$ cat src/rtl/burst_col_pkg.sv
// Package: shared constants and helpers for the burst column generator.
// Assumes bursts never exceed 8 beats, so a 3-bit beat index suffices.
package burst_col_pkg;

    localparam int BEAT_W = 3;   // beat index width (max 8 beats)
    localparam int LG_W   = 2;   // width of log2(burst length)
    localparam int CODE_W = 3;   // mode-word length code width

    // Legal length codes; every other value is reserved.
    typedef enum logic [CODE_W-1:0] {
        BLEN_2 = 3'b001,
        BLEN_4 = 3'b010,
        BLEN_8 = 3'b011
    } blen_code_e;

    // Mask that selects the low index bits covered by a burst of 2**lg.
    function automatic logic [BEAT_W-1:0] beat_mask(input logic [LG_W-1:0] lg);
        logic [BEAT_W:0] one_hot;
        one_hot   = {{BEAT_W{1'b0}}, 1'b1} << lg;
        beat_mask = one_hot[BEAT_W-1:0] - 1'b1;
    endfunction

endpackage

$ cat src/rtl/bcg_len_decode.sv
// Module: bcg_len_decode
// Maps the 3-bit length code to log2 of the burst length and a legality flag.
// Assumes nothing about timing; purely combinational.
module bcg_len_decode
    import burst_col_pkg::*;
(
    input  logic [CODE_W-1:0] code_i,
    output logic              ok_o,
    output logic [LG_W-1:0]   lg_o
);

    // Decode legal codes; reserved codes give ok_o = 0.
    always_comb begin
        ok_o = 1'b1;
        lg_o = '0;
        case (code_i)
            BLEN_2:  lg_o = 2'd1;
            BLEN_4:  lg_o = 2'd2;
            BLEN_8:  lg_o = 2'd3;
            default: ok_o = 1'b0;
        endcase
    end

endmodule

$ cat src/rtl/bcg_beat_ctrl.sv
// Module: bcg_beat_ctrl
// Holds the burst state: running flag, beat index and latched request.
// Assumes a request is only taken when idle; requests while running are dropped.
module bcg_beat_ctrl
    import burst_col_pkg::*;
#(
    parameter int COL_W = 10
) (
    input  logic              clk,
    input  logic              rst_n,
    input  logic              start_i,
    input  logic              code_ok_i,
    input  logic [LG_W-1:0]   lg_i,
    input  logic [COL_W-1:0]  col_i,
    input  logic              ilv_i,
    output logic              busy_o,
    output logic [BEAT_W-1:0] idx_o,
    output logic [LG_W-1:0]   lg_o,
    output logic [COL_W-1:0]  base_o,
    output logic              ilv_o,
    output logic              last_o,
    output logic              err_o
);

    logic take;
    logic busy_q, ilv_q, err_q;
    logic [BEAT_W-1:0] idx_q;
    logic [LG_W-1:0]   lg_q;
    logic [COL_W-1:0]  base_q;

    // Request accepted only while idle.
    always_comb take = start_i && !busy_q;

    // Final beat: index reached the burst-length mask.
    always_comb last_o = busy_q && (idx_q == beat_mask(lg_q));

    // Running flag and beat index sequencing.
    always_ff @(posedge clk) begin
        if (!rst_n) begin
            busy_q <= 1'b0;
            idx_q  <= '0;
        end else if (take && code_ok_i) begin
            busy_q <= 1'b1;
            idx_q  <= '0;
        end else if (last_o) begin
            busy_q <= 1'b0;
            idx_q  <= '0;
        end else if (busy_q) begin
            idx_q  <= idx_q + 1'b1;
        end
    end

    // Latch the request fields for the duration of the burst.
    always_ff @(posedge clk) begin
        if (!rst_n) begin
            lg_q   <= '0;
            base_q <= '0;
            ilv_q  <= 1'b0;
        end else if (take && code_ok_i) begin
            lg_q   <= lg_i;
            base_q <= col_i;
            ilv_q  <= ilv_i;
        end
    end

    // One-cycle error pulse for a reserved length code.
    always_ff @(posedge clk) begin
        if (!rst_n) err_q <= 1'b0;
        else        err_q <= take && !code_ok_i;
    end

    assign busy_o = busy_q;
    assign idx_o  = idx_q;
    assign lg_o   = lg_q;
    assign base_o = base_q;
    assign ilv_o  = ilv_q;
    assign err_o  = err_q;

endmodule

$ cat src/rtl/bcg_col_order.sv
// Module: bcg_col_order
// Forms the beat column: low bits inside the aligned group follow the chosen
// ordering, bits above the group copy the base column. Combinational.
// Assumes COL_W > BEAT_W.
module bcg_col_order
    import burst_col_pkg::*;
#(
    parameter int COL_W = 10
) (
    input  logic [COL_W-1:0]  base_i,
    input  logic [BEAT_W-1:0] idx_i,
    input  logic [LG_W-1:0]   lg_i,
    input  logic              ilv_i,
    output logic [COL_W-1:0]  col_o
);

    logic [BEAT_W-1:0] mixed;

    // Sequential adds (wrapping mod 8, low bits valid mod BL); interleaved XORs.
    always_comb mixed = ilv_i ? (base_i[BEAT_W-1:0] ^ idx_i)
                              : (base_i[BEAT_W-1:0] + idx_i);

    // Per-bit select: inside the group take the mixed bit, else keep base.
    for (genvar i = 0; i < COL_W; i++) begin : g_bit
        if (i < BEAT_W) begin : g_low
            assign col_o[i] = (i < int'(lg_i)) ? mixed[i] : base_i[i];
        end else begin : g_high
            assign col_o[i] = base_i[i];
        end
    end

endmodule

$ cat src/rtl/burst_col_gen.sv
// Module: burst_col_gen (top)
// Emits one column per beat for a 2/4/8-beat burst with wrap inside the
// aligned group, sequential or interleaved. Reserved codes give err_o.
// Assumes COL_W >= 4.
module burst_col_gen
    import burst_col_pkg::*;
#(
    parameter int COL_W = 10
) (
    input  logic             clk,
    input  logic             rst_n,
    input  logic             start_i,
    input  logic [COL_W-1:0] start_col_i,
    input  logic [2:0]       len_code_i,
    input  logic             ilv_i,
    output logic [COL_W-1:0] col_o,
    output logic             beat_vld_o,
    output logic             last_o,
    output logic             err_o
);

    logic              code_ok;
    logic [LG_W-1:0]   lg_req, lg_cur;
    logic [BEAT_W-1:0] idx;
    logic [COL_W-1:0]  base;
    logic              ilv_cur, busy;

    bcg_len_decode u_dec (
        .code_i (len_code_i),
        .ok_o   (code_ok),
        .lg_o   (lg_req)
    );

    bcg_beat_ctrl #(.COL_W(COL_W)) u_ctrl (
        .clk       (clk),
        .rst_n     (rst_n),
        .start_i   (start_i),
        .code_ok_i (code_ok),
        .lg_i      (lg_req),
        .col_i     (start_col_i),
        .ilv_i     (ilv_i),
        .busy_o    (busy),
        .idx_o     (idx),
        .lg_o      (lg_cur),
        .base_o    (base),
        .ilv_o     (ilv_cur),
        .last_o    (last_o),
        .err_o     (err_o)
    );

    bcg_col_order #(.COL_W(COL_W)) u_ord (
        .base_i (base),
        .idx_i  (idx),
        .lg_i   (lg_cur),
        .ilv_i  (ilv_cur),
        .col_o  (col_o)
    );

    assign beat_vld_o = busy;

endmodule

$ cat config.mk
export PLATFORM = sky130hd
export DESIGN_NAME = burst_col_gen
export DESIGN_NICKNAME = d
export VERILOG_FILES = /design/src/rtl/burst_col_pkg.sv /design/src/rtl/bcg_len_decode.sv /design/src/rtl/bcg_beat_ctrl.sv /design/src/rtl/bcg_col_order.sv /design/src/rtl/burst_col_gen.sv
export SDC_FILE = /design/constraint.sdc
export NUM_CORES = 1
export LEC_CHECK = 0
export ABC_CLOCK_PERIOD_IN_PS = 1800
export BUFFER_PORTS_ARGS = -buffer_cell sky130_fd_sc_hd__clkbuf_2
export CORE_ASPECT_RATIO = 1.1
export CORE_UTILIZATION = 47
export CTS_BUF_LIST = sky130_fd_sc_hd__clkbuf_8
export CTS_CLUSTER_SIZE = 40
export DETAILED_ROUTE_END_ITERATION = 7
export GPL_TIMING_DRIVEN = 0
export PLACE_DENSITY_LB_ADDON = 0.08
export SETUP_SLACK_MARGIN = 0.4
export SYNTH_ARGS = -nofsm -noshare
export SYNTH_HDL_FRONTEND = slang
export SYNTH_HIERARCHICAL = 1
export SYNTH_SLANG_ARGS = --single-unit
export TNS_END_PERCENT = 10
$ cat constraint.sdc
create_clock -name clk -period 1.8 [get_ports clk]
set_clock_uncertainty 0.1 [all_clocks]
set_input_delay 0.18 -clock clk [delete_from_list [all_inputs] [get_ports clk]]
set_output_delay 0.18 -clock clk [all_outputs]
set_load 0.005 [all_outputs]
# Word-level counts from Yosys, hierarchy flattened
# Cells that the tools add are included.
totals:
  ff_bits: 18
  latchBits: 0
  ramBits: 0
  rom_bits: 0
  in_bits: 17
  out_inout_bits: 13
  elab_cells: 36
  mem_count: 0
op_classes:
  n_addsub: 3
  multipliers: 0
  n_div: 0
  order_cmp: 3
  n_eq_ne: 4
  shift: 1
  mux: 8
  bitwise_logic: 2
  n_reduce_logical: 9
op_table:
  columns: ["operator", "n"]
  rows:
  - ["$eq 3x2->1 const B", 2]
  - ["$mux 1", 6]
  - ["$pmux 2 s3", 1]
  - ["$reduce_or 3->1", 2]
  - ["$logic_and 1x1->1", 4]
  - ["$lt 1x2->1 const A", 2]
  - ["$add 3x1->3 const B", 1]
  - ["$add 3x3->3", 1]
  - ["$eq 3x1->1 const B", 1]
  - ["$eq 3x3->1", 1]
  - ["$mux 3", 1]
  - ["$shl 1x2->3 const A", 1]
  - ["$sub 3x1->3 const B", 1]
  - ["$xor 3x3->3", 1]
  - ["$logic_not 1->1", 2]
  - ["$lt 2x2->1 const A", 1]
  - ["$reduce_bool 2->1", 1]
  - ["$not 1->1", 1]

# Logic depth before layout (Yosys ltp)
logic_depth:
  ltp_word: 6
  ltp_mapped: 7
  ltp_nobuf: 6

# By module
# The synthesis kept the hierarchy.
modules_own_cells:
  columns: ["mod", "instances", "cells_each", "area_per_inst_um2", "seq_area_each_um2"]
  rows:
  - ["bcg_beat_ctrl", 1, 94, 770.7, 360.3]
  - ["bcg_col_order", 1, 23, 171.4, 0.0]
  - ["bcg_len_decode", 1, 3, 27.5, 0.0]

# Least setup slack after synthesis
# Ideal clock, no wire load.
synth_timing:
  path_kind: "flip-flop to output port"
  startpoint: "reg u_ctrl.idx_q[0] (netlist: u_ctrl/idx_o[0])"
  endpoint: "out col_o[2]"
  t_arrival_ns: 1.652
  required_ns: 1.520
  path_slack_ns: -0.132
  path_stages_with_launch: 7
  path_buffers: 0
  path_cell_list: "dfxtp_1 ha_1 inv_1 fa_1 or3_1 a21oi_1 xor2_1"
synth_via:
  elab_chain_len: 3
synth_rtl:
  columns: ["element", "line_no", "text"]
  rows:
  - ["from (decl)", "bcg_beat_ctrl.sv:27", "logic [BEAT_W-1:0] idx_q;"]
  - ["from (signal assigned)", "bcg_beat_ctrl.sv:49", "idx_q <= idx_q + 1'b1;"]
  - ["$add 3x3->3", "bcg_col_order.sv:21", ": (base_i[BEAT_W-1:0] + idx_i);"]
  - ["$mux 3", "bcg_col_order.sv:20", "always_comb mixed = ilv_i ? (base_i[BEAT_W-1:0] ^ idx_i)"]
  - ["$mux 1", "bcg_col_order.sv:26", "assign col_o[i] = (i < int'(lg_i)) ? mixed[i] : base_i[i];"]
  - ["to (decl)", "burst_col_gen.sv:16", "output logic [COL_W-1:0] col_o,"]
# Every way passes these cells.

# Final worst setup path
layout_timing:
  startpoint: "reg u_ctrl.base_q[0] (netlist: u_ctrl/base_o[0])"
  endpoint: "out col_o[2]"
layout_via:
  elab_chain_len: 3
layout_rtl:
  columns: ["element", "line_no", "text"]
  rows:
  - ["from (decl)", "bcg_beat_ctrl.sv:29", "logic [COL_W-1:0] base_q;"]
  - ["from (signal assigned)", "bcg_beat_ctrl.sv:61", "base_q <= col_i;"]
  - ["$add 3x3->3", "bcg_col_order.sv:21", null]
  - ["$mux 3", "bcg_col_order.sv:20", null]
  - ["$mux 1", "bcg_col_order.sv:26", null]
# Every way passes these cells.

==> flow_summary.yaml <==
outcome:
  status: "complete, but fails checks"
  violations: "setup timing"
clock_tree:
  cts.sinks: 18
  hold_buffers: 0
  htreeDepth: 1
  root_buffer: "clkbuf_8"
  clk_latency_ns: 0.25
  cts_made_buffers: 3
  clockBufferDepth: 2
  path_clk_slew_ns: 0.07
  cts_tree: "yes"
floorplanning:
  initial_core_util_pct: 52.1
  die_x_um: 45.3
  dieHeight_um: 49.6
  fp-row-count: 16
  core_mm2: 0.00186
  fp.dieArea_mm2: 0.00225
  io_pins: 30
synth:
  synth_edf_count: 0
  yosys-top-cells-count: "nand2_1, dfxtp_1, a21oi_1"
  async_reset_ff_share_pct: 0
  syn_area_per_cell_um2: 8.08
  yosysSeqAreaShare_pct: 37.2
  synthCells: 120
  ys_top_cells_by_area: "dfxtp_1, nand2_1, a21oi_1"
  synth_top_cell_by_area: "dfxtp_1"
  syn_area_um2: 970
  synth.yosys.warnings: 6
  synth_top_area_share_pct: 37.2
  ys.flop_type: "dfxtp_1"
  synth.distinct_cells: 34
  yosysMostFrequentCell: "nand2_1"
  ys_seq_elements: 18
  syn-num-nets: 141
critical_path:
  critPathKind: "register to primary output"
  cp_max_fo: 3
  crit_path_start_kind: "register"
  end_kind: "primary output"
  cp.arrival_ns: 1.87
  required_ns: 1.52
finish:
  diodes: 0
  final_area_mm2: 0.00124
  final_nets: 177
  post-route-util_pct: 66.7
  drive_gt1_share_pct: 40.6
  instances_no_fill: 182
  area_growth_syn_to_layout_pct: 28.1
global_route:
  antenna_found_initial: 0
  grt_pass1_vias: 818
  grt_pass1_wl_mm: 3.34
  grt_use_met2_pct: 33.3
  grt_usage_pct: 19.6
  use_met3_pct: 4.40
  overflow: 0
  grt_start_max_net_pins: 11
  use_met1_pct: 24.0
  grt.busiest_layer: "met2"
routing:
  dr.pass1.iters: 4
  drt-total-wl_mm: 2.01
  dr_total_vias: 892
  wl_per_cell_um: 11.0
  drc: 0
  ant_nets: 0
  viasPerCell: 4.90
  drt-initial-drc-count: 11
placement:
  hpwlAfterDp_mm: 1.47
  placed_area_mm2: 0.00116
  portBuffers: 29
  gp_congestion: 0.802
  dpl.cell_count: 176
sta:
  relSlewSlack_pct: 72.7
  whs_ns: 0.0490
  fmax_mhz: 466
  hold_viol_final: 0
  setup_viol: 2
  worst_pin_slew_ns: 0.409
  final.min_clock_period_ns: 2.15
  setup_tns_ns: -0.495
  slew_violations: 0
  min_period_over_period_pct: 119
  grt_setup_unrepaired: "yes"
  layout_setup_ws_ns: -0.347
power_and_ir_drop:
  p_switching_w: 0.000191
  comb_power_share_pct: 12.7
  p_leak_nw: 0.547
  clkPwrFrac_pct: 38.0
  powerDensity_mw_per_mm2: 686
  internal_power_w: 0.000660
  p_seq_share_pct: 49.3
  ir_drop_v: 0.000647
  p_sw_share_pct: 22.5
job:
  maxCapViolations: 0
min_path:
  worstHoldPathType: "input port to register"
[critical path, stage by stage, from the launching register on]
cell and delay [ns]:
dfxtp_2 0.34, ha_1 0.14, inv_1 0.05, fa_2 0.34
or3_4 0.34, a21oi_2 0.16, xor2_1 0.14, buf_2 0.12
[registers in the layout, indices dropped and copies added, names as in the netlist]
register,cells
u_ctrl/busy_o,1
u_ctrl/idx_o,3
u_ctrl/lg_o,2
u_ctrl/ilv_o,1
u_ctrl/base_o,10
u_ctrl/err_o,1
[cells in the final DEF, fill, tap and decap left out, types with 2 or more instances in the layout]
cell,instances
nand2_1,28
dfxtp_1,12
clkbuf_2,27
buf_4,10
a21oi_1,15
clkbuf_8,4
and2b_2,2
nand4b_1,4
and3_1,2
nor2_1,5
dfxtp_4,2
dfxtp_2,4
ha_1,3
inv_1,4
nand3_1,2
nor3_1,2
a31oi_1,2
o21ai_0,3
buf_2,3
buf_6,2
[final timing paths]
path,cells after the start,startpoint,endpoint,slack [ns]
hold / removal,3,start_col_i[0],u_ctrl/base_o[0],0.05
setup / recovery,7,u_ctrl/base_o[0],col_o[2],-0.35
setup reg to reg,4,u_ctrl/idx_o[1],u_ctrl/idx_o[2],0.49
hold reg to reg,2,u_ctrl/base_o[6],u_ctrl/base_o[6],0.35
[repair_timing]
action | 4_1_cts | 5_1_grt
endpoints found under the setup margin | 4 | 7
gates resized for setup | 4 | 5
buffers inserted | 1 | 1
pin swaps | 0 | 2
[metal layers]
| metal | wire (um) | up-vias |
|---|---|---|
| met1 | 884 | 395 |
| met4 | 16 | 0 |
| li1 | - | 468 |
| met3 | 92 | 2 |
| met2 | 1010 | 27 |
| met5 | 0 | - |
[per-stage QoR]
step | worst slack (ns) | power [W]
after detailed placement | -0.154 | 0.000538
final | -0.347 | 0.000852
after global routing | -0.436 | 0.000892
after global placement | -0.133 | 0.000534
after CTS | -0.328 | 0.000862
after floorplan | 0.00758 | 0.000493
[power by group through the flow]
stage	sequential, W	combinational [W]	clock [W]
2_1_floorplan	0.000428	0.0000650	0
3_5_place_dp	0.000430	0.000108	0
4_1_cts	0.000420	0.000109	0.000334
5_1_grt	0.000421	0.000123	0.000348
3_3_place_gp	0.000430	0.000104	0
6_report	0.000420	0.000108	0.000324
[layout make-up]
type | instances | area [um^2]
multi-input cells | 86 | 514
plain buffers | 12 | 91.3
repair buffers | 31 | 160
well taps | 27 | 33.8
fillers | 154 | 619
inverters | 4 | 15.0
clock buffers | 4 | 55.1
flip-flops and latches | 18 | 373
[cell families (layout without fill, tap and decap cells)]
logic type                 after synthesis  in the layout  share of synthesized area, %
buffers and inverters                   16             51                          11.0
xor gates and xnor gates                 1              1                         0.903
muxes                                    2              2                          2.19
AOI/OAI and AO/OA                       26             26                          15.9
DFF                                     18             18                          37.2
adders and majority gates                4              4                          5.94
and+or+nand+nor                         53             53                          27.0
(Power assumes the default switching activity.)
